[config.mk]
export PLATFORM = sky130hd
export DESIGN_NAME = xu_shift_unit
export DESIGN_NICKNAME = d
export VERILOG_FILES = /design/src/rtl/xu_shift_pkg.sv /design/src/rtl/xu_barrel.sv /design/src/rtl/xu_rrot_map.sv /design/src/rtl/xu_out_stage.sv /design/src/rtl/xu_shift_unit.sv
export SDC_FILE = /design/constraint.sdc
export NUM_CORES = 1
export LEC_CHECK = 0
export BUFFER_PORTS_ARGS = -buffer_cell sky130_fd_sc_hd__buf_2
export CORE_ASPECT_RATIO = 1.25
export CORE_MARGIN = 2
export CORE_UTILIZATION = 25
export CTS_CLUSTER_SIZE = 25
export DETAILED_ROUTE_END_ITERATION = 10
export GPL_TIMING_DRIVEN = 0
export SETUP_SLACK_MARGIN = 0.15
export SYNTH_ARGS = -nofsm -noshare
export SYNTH_HDL_FRONTEND = slang
export SYNTH_SLANG_ARGS = --single-unit
export TNS_END_PERCENT = 100
[constraint.sdc]
create_clock -name clk -period 0.8 [get_ports clk]
set_clock_uncertainty 0.1 [all_clocks]
set_input_delay 0.08 -clock clk [delete_from_list [all_inputs] [get_ports clk]]
set_output_delay 0.08 -clock clk [all_outputs]
set_load 0.05 [all_outputs]
[src/rtl/xu_shift_pkg.sv]
package xu_shift_pkg;

    typedef enum logic [4:0] {
        OP_SHL = 5'b10000,
        OP_ROL = 5'b10001,
        OP_SHR = 5'b10010,
        OP_SAR = 5'b10011,
        OP_INV = 5'b10100
    } xu_op_e;

    typedef enum logic [1:0] {
        MODE_SHL,
        MODE_ROL,
        MODE_SHR,
        MODE_SAR
    } xu_mode_e;

    function automatic logic op_is_shift(input logic [4:0] op);
        return (op == OP_SHL) || (op == OP_ROL) || (op == OP_SHR) || (op == OP_SAR);
    endfunction

    function automatic logic op_is_known(input logic [4:0] op);
        return op_is_shift(op) || (op == OP_INV);
    endfunction

endpackage

[src/rtl/xu_barrel.sv]
module xu_barrel
    import xu_shift_pkg::*;
#(
    parameter int DATA_W = 32
) (
    input  xu_mode_e                    mode_i,
    input  logic [DATA_W-1:0]           data_i,
    input  logic [$clog2(DATA_W)-1:0]   cnt_i,
    output logic [DATA_W-1:0]           data_o
);
    localparam int CNT_W = $clog2(DATA_W);

    logic [DATA_W-1:0] stage [0:CNT_W];

    assign stage[0] = data_i;

    for (genvar k = 0; k < CNT_W; k++) begin : g_stage
        localparam int D = 1 << k;
        logic [DATA_W-1:0] moved;

        always_comb begin
            case (mode_i)
                MODE_SHL: moved = {stage[k][DATA_W-1-D:0], {D{1'b0}}};
                MODE_ROL: moved = {stage[k][DATA_W-1-D:0], stage[k][DATA_W-1:DATA_W-D]};
                MODE_SHR: moved = {{D{1'b0}}, stage[k][DATA_W-1:D]};
                MODE_SAR: moved = {{D{stage[k][DATA_W-1]}}, stage[k][DATA_W-1:D]};
                default:  moved = stage[k];
            endcase
        end

        assign stage[k+1] = cnt_i[k] ? moved : stage[k];
    end

    assign data_o = stage[CNT_W];

endmodule

[src/rtl/xu_rrot_map.sv]
module xu_rrot_map #(
    parameter int DATA_W = 32
) (
    input  logic [$clog2(DATA_W)-1:0] n_i,
    output logic [$clog2(DATA_W)-1:0] left_o
);
    localparam int CNT_W = $clog2(DATA_W);

    logic [CNT_W:0] diff;

    always_comb begin
        diff = (CNT_W+1)'(DATA_W) - {1'b0, n_i};
        left_o = diff[CNT_W-1:0];
    end

endmodule

[src/rtl/xu_out_stage.sv]
module xu_out_stage #(
    parameter int DATA_W  = 32,
    parameter bit REG_OUT = 1'b1
) (
    input  logic              clk,
    input  logic              rst_n,
    input  logic [DATA_W-1:0] res_d,
    input  logic              vld_d,
    output logic [DATA_W-1:0] res_q,
    output logic              vld_q
);
    if (REG_OUT) begin : g_reg
        always_ff @(posedge clk or negedge rst_n) begin
            if (!rst_n) begin
                res_q <= '0;
                vld_q <= 1'b0;
            end else begin
                res_q <= res_d;
                vld_q <= vld_d;
            end
        end
    end else begin : g_comb
        assign res_q = res_d;
        assign vld_q = vld_d;
    end

endmodule

[src/rtl/xu_shift_unit.sv]
module xu_shift_unit
    import xu_shift_pkg::*;
#(
    parameter int DATA_W    = 32,
    parameter int REG_IDX_W = 5,
    parameter bit REG_OUT   = 1'b1
) (
    input  logic                        clk,
    input  logic                        rst_n,
    input  logic                        issue_i,
    input  logic [4:0]                  op_i,
    input  logic [REG_IDX_W-1:0]        src_idx_i,
    input  logic [DATA_W-1:0]           src_val_i,
    input  logic [$clog2(DATA_W)-1:0]   cnt_i,
    input  logic [$clog2(DATA_W)-1:0]   rrot_n_i,
    output logic [$clog2(DATA_W)-1:0]   rrot_cnt_o,
    output logic [DATA_W-1:0]           res_o,
    output logic                        res_valid_o
);
    localparam int CNT_W = $clog2(DATA_W);

    logic [DATA_W-1:0] operand;
    logic [DATA_W-1:0] shifted;
    logic [DATA_W-1:0] res_d;
    logic              vld_d;
    xu_mode_e          mode;

    // register zero reads as a zero operand
    assign operand = (src_idx_i == '0) ? '0 : src_val_i;

    always_comb begin
        case (op_i)
            OP_ROL:  mode = MODE_ROL;
            OP_SHR:  mode = MODE_SHR;
            OP_SAR:  mode = MODE_SAR;
            default: mode = MODE_SHL;
        endcase
    end

    xu_barrel #(.DATA_W(DATA_W)) u_barrel (
        .mode_i (mode),
        .data_i (operand),
        .cnt_i  (cnt_i),
        .data_o (shifted)
    );

    // inversion ignores the count; unknown codes give zero and no valid
    always_comb begin
        res_d = '0;
        vld_d = 1'b0;
        if (issue_i) begin
            if (op_is_shift(op_i)) begin
                res_d = shifted;
                vld_d = 1'b1;
            end else if (op_i == OP_INV) begin
                res_d = ~operand;
                vld_d = 1'b1;
            end
        end
    end

    xu_out_stage #(.DATA_W(DATA_W), .REG_OUT(REG_OUT)) u_out (
        .clk   (clk),
        .rst_n (rst_n),
        .res_d (res_d),
        .vld_d (vld_d),
        .res_q (res_o),
        .vld_q (res_valid_o)
    );

    // right-rotation helper
    xu_rrot_map #(.DATA_W(DATA_W)) u_rrot (
        .n_i    (rrot_n_i),
        .left_o (rrot_cnt_o)
    );

    logic [CNT_W-1:0] unused_cnt_w;
    assign unused_cnt_w = '0;

endmodule

==> Word level (Yosys, flattened, before mapping) <==
Cells that the tools add are included.
{ "classes": {"bitwise_logic": 1, "n_mux": 18, "add_sub_neg": 1, "reduce_logical": 5, "eq_ne": 8} }
{ "op_table": {"columns": ["operator", "count"], "rows": [
  ["case mux 32 bit (4 select lines)", 5],
  ["2-to-1 mux 32 bit", 9],
  ["inverter 32 bit", 1],
  ["== test 5 bit (second input constant)", 5],
  ["case mux 2 bit (3 select lines)", 1],
  ["logical NOT 5 bit", 1],
  ["subtractor 1 x 5 -> 5 bit (first input constant)", 1],
  ["== test 2 bit (second input constant)", 2],
  ["logical OR 1 bit", 3],
  ["2-to-1 mux 1 bit", 3],
  ["== test 2 x 1 -> 1 bit (second input constant)", 1],
  ["logical NOT 2 bit", 1]
]} }
{ "totals": {"elab_cells": 35, "out_inout_bits": 38, "ff_bits": 33, "in_bits": 55} }

==> Logic depth before layout (Yosys ltp) <==
Gate-level depths: netlist of run 1.
{ "depth": {"ltp_word": 15, "mapped_depth": 12, "depth_no_buf": 7} }

==> Cells and area by module <==
From an unflattened synthesis of run 1, not the netlist that was laid out.
{ "hier_totals": {"hier_cells": 776, "area_unflattened_um2": 6014.5} }
{ "by_module_without_submodules": {"columns": ["module", "seq_area_each_um2", "cells_each", "instances", "area_per_inst_um2"], "rows": [
  ["xu_barrel", 0.0, 616, 1, 4291.6],
  ["xu_out_stage", 825.8, 33, 1, 825.8],
  ["xu_shift_unit", 0.0, 118, 1, 820.8],
  ["xu_rrot_map", 0.0, 9, 1, 76.3]
]} }

==> Worst setup path after synthesis of run 1 <==
No wires, ideal clock.
{ "synth_path": {"kind": "input-to-reg", "startpoint": "input src_idx_i[3]", "endpoint": "register u_out.res_q[6]", "slack_ns": -1.423, "arrival_time_ns": 1.978, "setup_ns": 0.145, "required_time_ns": 0.555, "cell_stages": 9, "path_buffers": 2, "path_cell_list": "buf_6 > or3_1 > buf_6 > o21ai_4 > o32ai_2 > a22o_1 > mux4_2 > a21oi_1 > a221oi_1"} }
{ "synth_between": {"elab_chain_len": 14, "word_cells_on_any_way": 16, "cone_classes": "14 x mux; 1 x bitwise; 1 x reduce/logical"} }
{ "synth_lines": {"columns": ["element", "line_no", "text"], "rows": [
  ["start: declaration", "xu_shift_unit.sv:12", "input logic [REG_IDX_W-1:0] src_idx_i,"],
  ["logical NOT 5 bit *", "xu_shift_unit.sv:29", "assign operand = (src_idx_i == '0) ? '0 : src_val_i;"],
  ["2-to-1 mux 32 bit *", "xu_shift_unit.sv:29", null],
  ["case mux 32 bit (4 select lines)", "xu_barrel.sv:22", "case (mode_i)"],
  ["2-to-1 mux 32 bit", "xu_barrel.sv:31", "assign stage[k+1] = cnt_i[k] ? moved : stage[k];"],
  ["case mux 32 bit (4 select lines)", "xu_barrel.sv:22", null],
  ["2-to-1 mux 32 bit", "xu_barrel.sv:31", null],
  ["case mux 32 bit (4 select lines)", "xu_barrel.sv:22", null],
  ["2-to-1 mux 32 bit", "xu_barrel.sv:31", null],
  ["case mux 32 bit (4 select lines)", "xu_barrel.sv:22", null],
  ["2-to-1 mux 32 bit", "xu_barrel.sv:31", null],
  ["case mux 32 bit (4 select lines)", "xu_barrel.sv:22", null],
  ["2-to-1 mux 32 bit", "xu_barrel.sv:31", null],
  ["2-to-1 mux 32 bit *", "xu_shift_unit.sv:52", "if (op_is_shift(op_i)) begin"],
  ["2-to-1 mux 32 bit *", "xu_shift_unit.sv:51", "if (issue_i) begin"],
  ["net res_d[6]", "xu_shift_unit.sv:24", "logic [DATA_W-1:0] res_d;"],
  ["end signal: assignment", "xu_out_stage.sv:18", "res_q <= res_d;"],
  ["end: declaration", "xu_out_stage.sv:9", "output logic [DATA_W-1:0] res_q,"]
]} }
The timed path passes the listed nets; every way through them passes the cells marked *.

==> Worst setup path after layout of run 1 <==
{ "layout_path": {"startpoint": "input op_i[2]", "endpoint": "register u_out.res_q[6]"} }
{ "layout_between": {"elab_chain_len": 15, "word_cells_on_any_way": 26, "cone_classes": "8 x eq/ne; 14 x mux; 4 x reduce/logical"} }
{ "layout_lines": {"columns": ["element", "line_no", "text"], "rows": [
  ["start: declaration", "xu_shift_unit.sv:11", "input logic [4:0] op_i,"],
  ["== test 5 bit", "xu_shift_pkg.sv:19, xu_shift_unit.sv:32", null],
  ["case mux 2 bit (3 select lines)", "xu_shift_unit.sv:32", "case (op_i)"],
  ["== test 2 bit, or another cell as far along", "xu_barrel.sv:22", null],
  ["case mux 32 bit (4 select lines)", "xu_barrel.sv:22", null],
  ["2-to-1 mux 32 bit", "xu_barrel.sv:31", null],
  ["case mux 32 bit (4 select lines)", "xu_barrel.sv:22", null],
  ["2-to-1 mux 32 bit", "xu_barrel.sv:31", null],
  ["case mux 32 bit (4 select lines)", "xu_barrel.sv:22", null],
  ["2-to-1 mux 32 bit", "xu_barrel.sv:31", null],
  ["case mux 32 bit (4 select lines)", "xu_barrel.sv:22", null],
  ["2-to-1 mux 32 bit", "xu_barrel.sv:31", null],
  ["case mux 32 bit (4 select lines)", "xu_barrel.sv:22", null],
  ["2-to-1 mux 32 bit", "xu_barrel.sv:31", null],
  ["2-to-1 mux 32 bit *", "xu_shift_unit.sv:52", null],
  ["2-to-1 mux 32 bit *", "xu_shift_unit.sv:51", null],
  ["net res_d[6]", "xu_shift_unit.sv:24", null]
]} }
Marked as above.

==> flow_summary.toml, run 1 <==
[logic_synthesis]
synthCells = 872
synth_top_family_by_area = "compound AO/OA/AOI/OAI gates"
netlist_area_um2 = 6540
synth-compound-area-share_pct = 36.9
ys_ff_latch = 33
yosysWarnings = 0
syn-num-nets = 928
synth_ff_type = "dfrtp_1"
synthTopCellsByArea = "dfrtp_1 13%, mux2i_1 9.5%, mux4_2 5.9%"
synth-simple-area-share_pct = 22.3
ys_seq_area_share_pct = 12.6
yosysTopAreaCell = "dfrtp_1"
syn-mean-instance-area_um2 = 7.49
synth.distinct_cells = 94
synth_common_cells = "89 x nand2_1, 69 x nor2_1, 66 x a21oi_1"
async_reset_ff_share_pct = 100
synth-adder-area-share_pct = 0.191
synth_edf_count = 0
yosysMostFrequentCell = "nand2_1"
synthMuxAreaShare_pct = 17.9
synth_xor_area_share_pct = 0.402
netlist.area_leader.share_pct = 12.6

[route]
viasPerCell = 6.75
ant_nets = 0
dr.first_iter.drc_count = 1263
wl_per_cell_um = 35.2
drc = 0
first_pass_iters = 6
num_vias = 9583
routed_wl_mm = 50.0

[timing]
final-max-slew-violation-count = 0
hold_violations = 33
fin_crit_sh_pct = 297
slew_headroom_pct = 30.9
worst_pin_slew_ps = 1040
fmax_mhz = 420
final-setup-viol-count = 69
min_period_ps = 2380
fin_tns_setup_ps = -53920
whs_ps = -251
layout_setup_ws_ps = -1580
grt_setup_unrepaired = "true"

[floorplan]
die_h_um = 185
start_util_pct = 25.3
core-area_um2 = 25800
die-width_um = 149
ios = 93
dieArea_um2 = 27500
rows = 66

[run_status]
violations = "hold timing, setup timing"
outcome = "complete, but fails checks"

[placed_design]
post-place-ws_ps = -2630
placed_cell_area_um2 = 7480
gp_congestion = 1.01
dpl.hpwl_mm = 36.3
io_buffers = 70

[worst_setup_path]
crit_path_top_delay_cell = "mux4_2"
crit_path_end_kind = "flop"
crit_type = "in -> reg"
crit_family = "multiplexers"
max_stage_delay_ps = 570
cp.arrival_ps = 2400
path_buf_inv = 3
cp_max_fo = 6
cp.required_ps = 820
cpMostUsedCell = "buf_8"
worst_setup_path_start_kind = "input port"
cp_cell_sequence = "buf_8, and4bb_4, buf_12, buf_8, mux2i_4, nor3_4, o32a_1, mux4_2, a21oi_4, a221oi_2"
cp_num_cells = 10

[global_routing]
grt_pass1_wl_mm = 68.0
overflow = 0
grt_pass1_vias = 9059
antenna_found_initial = 1
track_usage_pct = 34.7
grt_max_degree = 34

[finish]
final_nets = 1134
area_growth_pct = 76.5
drive_gt1_share_pct = 58.1
design_area_um2 = 11500
fin_util_pct = 44.6
antenna_cells = 0

[cts]
htree_levels = 2
clk_pin_slew_worst_paths_ps = 50
clock_path_buffers = 2
numCtsBuffers = 5
clock_sinks = 33
cts_root_buf = "clkbuf_16"
cts_tree = "yes"

[power_and_ir_drop]
p_leak_nw = 4.35
p_per_area_nw_per_um2 = 935
ir_worst_vdd_uv = 662
total_power_mw = 10.8

[job]
drv_cap = 0

[worst_hold_path]
hp-class = "in -> async"
report_power, final:
group | total (mW) | leakage (nW) | switching, mW | internal, mW
logic | 7.21 | 3.88 | 4.38 | 2.83
registers | 1.75 | 0.404 | 0.0222 | 1.73
clock network | 1.82 | 0.0696 | 0.685 | 1.14
total | 10.8 | 4.35 | 5.09 | 5.70
routing by layer:
layer,vias up,global-route usage (%),wire length (µm)
met5,-,0,10
met4,2,26.9,5210
met3,314,7.82,5060
met2,941,55.8,22100
met1,4546,40.0,17600
li1,3780,-,-
cell usage in the layout (no fill, tap or decap), drive strengths merged, types with 4 or more instances in the layout:
cell     instances
a221oi           8
or4              4
nor3b            5
a21o            12
clkinv           5
buf            246
or3              6
o21a             5
a2bb2oi          4
or2              8
o32ai           12
and2             8
o31ai           12
a31oi           15
clkbuf          62
mux2i           62
dfrtp           33
o21ai           61
o311ai          12
nor3            30
nand2           89
o211ai          17
o221ai          11
mux4            17
mux2            14
nor2            71
o22ai           10
a21oi           67
inv              8
o31a             7
nor4             4
nand2b          17
a2111oi          5
nand3           17
a211oi          33
a211o            5
a311oi          12
and3            11
nor2b           15
flip-flops by register name (all words and copies together) (netlist names):
name         count
u_out.vld_q      1
u_out.res_q     32
layout make-up:
cell class	instances	area, µm²
fillers	2540	14300
multi-input cells	724	6950
repair buffers	198	2010
plain buffers	105	1060
flip-flops and latches	33	865
well taps	340	425
clock buffers	5	125
inverters	11	70.1
clock inverters	3	17.5
stage by stage:
stage	hold WS (ps)	std cells
finish	-251	1419
global route	-179	1419
CTS	-221	1356
detailed placement	81.4	1282
global placement	73.3	1282
floorplan	-316	872
cell families (layout without fill, tap and decap cells):
family,count (synthesis),in the layout
buffers and inverters,116,322
flip-flops,33,33
AND/OR/NAND/NOR,293,293
XOR/XNOR,3,3
multiplexers,93,93
adder cells (fa/ha/maj),1,1
AO/OA/AOI/OAI,333,334
final timing paths:
path	from	end	slack (ps)
setup / recovery	op_i[2]	u_out.res_q[6]$_DFF_PN0_	-1580
hold / removal	rst_n	u_out.res_q[3]$_DFF_PN0_	-250
max in group asynchronous	rst_n	u_out.res_q[2]$_DFF_PN0_	350
min in group clk	src_val_i[8]	u_out.res_q[8]$_DFF_PN0_	100
timing repair:
| action | CTS | global route |
|---|---|---|
| setup endpoints to repair | 71 | 71 |
| buffers inserted | 63 | 58 |
| gates resized for setup | 423 | 230 |
| pin swaps | 77 | 100 |
| hold endpoints to repair | 33 | 33 |
| cloned | 3 | 5 |
(Power assumes the default switching activity.)
==> run 2: changes to the inputs <==
GPL_TIMING_DRIVEN = 1   (was 0)
==> run 2 against run 1 <==
The flow finishes with violations (setup timing). Final area rose by 4.3%. Setup slack improved by 29 ps. Clock power barely moved. Largest power group unchanged.
==> flow_summary.toml, run 2 (same netlist as run 1, synthesis figures left out) <==
[run_status]
outcome = "complete, but fails checks"
violations = "setup timing"

[timing]
fmax_mhz = 426
grt_setup_unrepaired = "true"
min_period_ps = 2350
final-max-slew-violation-count = 0
fin_crit_sh_pct = 294
slew_headroom_pct = 63.7
whs_ps = 108
layout_setup_ws_ps = -1550
worst_pin_slew_ps = 545
final-setup-viol-count = 68
hold_violations = 0

[global_routing]
grt_pass1_wl_mm = 60.0
track_usage_pct = 29.4
overflow = 0
antenna_found_initial = 0
grt_max_degree = 34
grt_pass1_vias = 9406

[worst_setup_path]
cp.arrival_ps = 2430
critPathLaunch = "op_i[2]"
cp_max_fo = 6
crit_path_end_kind = "flop"
worst_setup_path_start_kind = "input port"
crit_type = "in -> reg"
cp.required_ps = 880

[cts]
htree_levels = 2
cts_tree = "yes"
clock_path_buffers = 2
clock_sinks = 33
numCtsBuffers = 5
clk_pin_slew_worst_paths_ps = 50
cts_root_buf = "clkbuf_16"

[job]
drv_cap = 0

[route]
ant_nets = 0
first_pass_iters = 5
num_vias = 9493
drc = 0
dr.first_iter.drc_count = 1128
viasPerCell = 5.90
wl_per_cell_um = 25.6
routed_wl_mm = 41.1

[finish]
fin_cells = 1608
final_nets = 1323
regMostFlops = "u_out.res_q"
layout_commonest_cell = "buf_4"
largestRegisters = "u_out.res_q (32), u_out.vld_q (1)"
drive_gt1_share_pct = 59.1
area_growth_pct = 84.0
final_cell_mix = "343 x buf_4, 82 x nand2_1, 71 x buf_6, 60 x nor2_1, 56 x mux2i_1"
largest_reg_flops = 32
antenna_cells = 0

[placed_design]
io_buffers = 92
dp_cells = 1548
gp_congestion = 1.01
dpl.hpwl_mm = 33.0

[floorplan]
die-width_um = 149
core-area_um2 = 25800
die_h_um = 185
dieArea_um2 = 27500
start_util_pct = 25.3
rows = 66
ios = 93

[power_and_ir_drop]
ir_worst_vdd_uv = 666
p_per_area_nw_per_um2 = 882
p_leak_nw = 5.11

[worst_hold_path]
min_from = "src_val_i[6]"
hp-class = "in -> reg"
## run 2: changes by cell type in the layout (fill, tap and decap cells not counted), moves of 9 or more
cell,previous run,this run
a21oi_1,39,51
buf_12,33,21
buf_2,28,44
buf_4,88,343
buf_8,22,11
clkbuf_1,14,0
clkbuf_2,27,0
mux2i_1,47,56
nor2_1,51,60
o21ai_2,21,12
## run 2: timing repair
action | CTS | global route
resized for setup | 255 | 121
hold endpoints to repair | 33 | 0
hold buffers | 1 | 0
pin swaps | 57 | 68
cloned | 2 | 0
setup buffers | 30 | 19
endpoints found under the setup margin | 71 | 70
## run 2: per-layer routing
| layer | share of wire [%] | up-vias | track usage, % |
|---|---|---|---|
| met5 | 0 | - | 0 |
| met4 | 8.4 | 0 | 19.1 |
| met3 | 6.6 | 178 | 2.82 |
| met2 | 46 | 609 | 49.1 |
| met1 | 39 | 4567 | 36.0 |
| li1 | - | 4139 | - |
## run 2: worst paths after layout
path | endpoint | cells after the start
min in group asynchronous | u_out.res_q[11]$_DFF_PN0_ | 3
max | u_out.res_q[23]$_DFF_PN0_ | 12
max in group asynchronous | u_out.res_q[10]$_DFF_PN0_ | 3
min | u_out.res_q[6]$_DFF_PN0_ | 3
## run 2: layout make-up
type	instances	area [µm²]
Multi-Input combinational cell	723	6280
Tap cell	340	425
Clock buffer	5	125
Sequential cell	33	865
Inverter	11	58.8
Fill cell	2497	13800
Timing Repair Buffer	493	4250
Clock inverter	3	17.5
## run 2: worst max-delay path, stage by stage
cell       delay [ps]
buf_6              90
nand4bb_4         280
buf_8             200
buf_12            140
mux2i_1           110
mux4_2            610
buf_4             190
buf_6             100
o221ai_1          150
nand2_1           120
and3_1            210
a211oi_2          140
## run 2: where the power goes
| part | leakage, nW | switching, mW | internal (mW) |
|---|---|---|---|
| Clock | 0.0696 | 0.685 | 1.14 |
| Combinational | 4.64 | 3.86 | 3.17 |
| Sequential | 0.404 | 0.0249 | 1.73 |
| Total | 5.11 | 4.57 | 6.04 |
## run 2: per-stage QoR
step	TNS (ps)	util, %	power [mW]	cell area, µm²	worst slack [ps]
final	-52810	46.5	10.6	12000	-1550
after global routing	-55280	46.5	11.0	12000	-1590
after CTS	-52450	43.8	10.0	11300	-1540
after detailed placement	-62470	38.0	7.35	9810	-2070
after global placement	-62190	38.0	7.37	9810	-2050
after floorplan	-42890	-	4.55	6710	-1420
==> run 3: changes to the inputs <==
TNS_END_PERCENT = unset   (was 100)
clock period = 2.2 ns   (was 0.8 ns; I/O delays follow)
==> run 3 against run 2 <==
Largest cell class unchanged. Core utilization is 2.6 points lower. Non-clock buffer count decreased by 32. Power down 63%. Setup slack gained 1300 ps. Routed wire length is 1.1% lower. Via count down 1.5%. Clock power fell by 50%. First-iteration DRC count is 9.9% lower. Clock-buffer cell count unchanged. Combinational power fell by 65%. The run still ends with setup timing left. Final cell count down 2.0%.
==> flow_summary.toml, run 3 (same netlist as run 1, synthesis figures left out) <==
[timing]
min_period_ps = 2470
grt_setup_unrepaired = "true"
fin_crit_sh_pct = 112
fmax_mhz = 404
layout_setup_ws_ps = -274
final-setup-viol-count = 31
slew_headroom_pct = 52.7
hold_violations = 0
fin_tns_setup_ps = -4230
worst_pin_slew_ps = 709
final-max-slew-violation-count = 0

[route]
ant_nets = 0
wl_per_cell_um = 25.8
viasPerCell = 5.93
first_pass_iters = 7
dr.first_iter.drc_count = 1016
routed_wl_mm = 40.6
num_vias = 9350
drc = 0

[placed_design]
gp_congestion = 1.05
dpl.hpwl_mm = 32.6
placed_cell_area_um2 = 9410
post-place-ws_ps = -697
io_buffers = 92

[worst_setup_path]
cp_max_fo = 12
crit_type = "in -> reg"
cp.arrival_ps = 2520
worst_setup_path_start_kind = "input port"
cp.required_ps = 2250
crit_path_end_kind = "flop"

[worst_hold_path]
holdPathStages = 3
hp-class = "in -> reg"

[finish]
fill_cells = 2570
design_area_um2 = 11400
final_nets = 1291
regMostFlops = "u_out.res_q"
area_growth_pct = 73.8
antenna_cells = 0
layout_commonest_cell = "buf_4"
drive_gt1_share_pct = 55.7
largest_reg_flops = 32
final_cell_mix = "317 x buf_4, 85 x buf_2, 84 x nand2_1, 57 x nor2_1, 52 x mux2i_1"
largestRegisters = "u_out.res_q (32), u_out.vld_q (1)"

[global_routing]
overflow = 0
grt_max_degree = 50
track_usage_pct = 28.9
antenna_found_initial = 0
grt_pass1_wl_mm = 59.5
grt_pass1_vias = 9258

[power_and_ir_drop]
ir_worst_vdd_uv = 250
p_per_area_nw_per_um2 = 349
p_leak_nw = 4.96

[floorplan]
die-width_um = 149
start_util_pct = 25.3
rows = 66
die_h_um = 185
core-area_um2 = 25800
ios = 93
dieArea_um2 = 27500

[cts]
clock_path_buffers = 2
clk_pin_slew_worst_paths_ps = 50
numCtsBuffers = 5
htree_levels = 2
cts_tree = "yes"
cts_root_buf = "clkbuf_16"
clock_sinks = 33

[run_status]
violations = "setup timing"
outcome = "complete, but fails checks"

[job]
drv_cap = 0
## run 3: power by group
group          switching, mW  total, mW  internal, mW
logic                   1.37       2.43          1.06
clock network          0.256      0.903         0.646
registers            0.00397      0.629         0.625
## run 3: path summary, 6_finish.rpt
| check | start | end | slack (ps) |
|---|---|---|---|
| max | op_i[3] | u_out.res_q[6]$_DFF_PN0_ | -270 |
| min | src_val_i[6] | u_out.res_q[6]$_DFF_PN0_ | 230 |
| min in group asynchronous | rst_n | u_out.res_q[27]$_DFF_PN0_ | 430 |
| max in group asynchronous | rst_n | u_out.res_q[18]$_DFF_PN0_ | 1110 |
## run 3: through the flow
step	utilization [%]	std cells	hold slack (ps)	power (mW)
CTS	41.8	1562	227	3.79
global placement	36.4	1519	220	2.60
detailed placement	36.4	1519	221	2.60
finish	43.9	1576	235	3.96
global route	43.9	1576	226	4.10
floorplan	-	872	-176	1.63
## run 3: final cells by class
cell class / count / area, µm² / area share, %
Inverter: 11 / 41.3 / 0.364
Multi-Input combinational cell: 723 / 6150 / 54.2
Tap cell: 340 / 425 / 3.75
Sequential cell: 33 / 826 / 7.27
Clock buffer: 5 / 125 / 1.10
Timing Repair Buffer: 461 / 3720 / 32.8
Clock inverter: 3 / 65.1 / 0.573
## run 3: timing repair
action | in CTS | in global routing
hold endpoints to repair | 33 | 0
gates cloned | 2 | 1
endpoints found under the setup margin | 32 | 32
buffers inserted | 32 | 13
pin swaps | 75 | 41
hold buffers | 1 | 0
gates resized for setup | 188 | 91
## run 3: layer usage
layer	vias up	global-route usage (%)	share of wire [%]
li1	4092	-	-
met1	4485	34.5	38
met2	596	48.0	45
met3	177	4.06	8.2
met4	0	19.4	9.0
met5	-	0	0
## run 3: critical path: stages
cell,delay [ps]
buf_6,100
nand4bb_4,230
buf_12,170
buf_4,140
buf_12,150
mux2i_2,310
o32ai_4,200
a22o_1,260
mux4_2,510
a21oi_2,160
a221oi_2,70
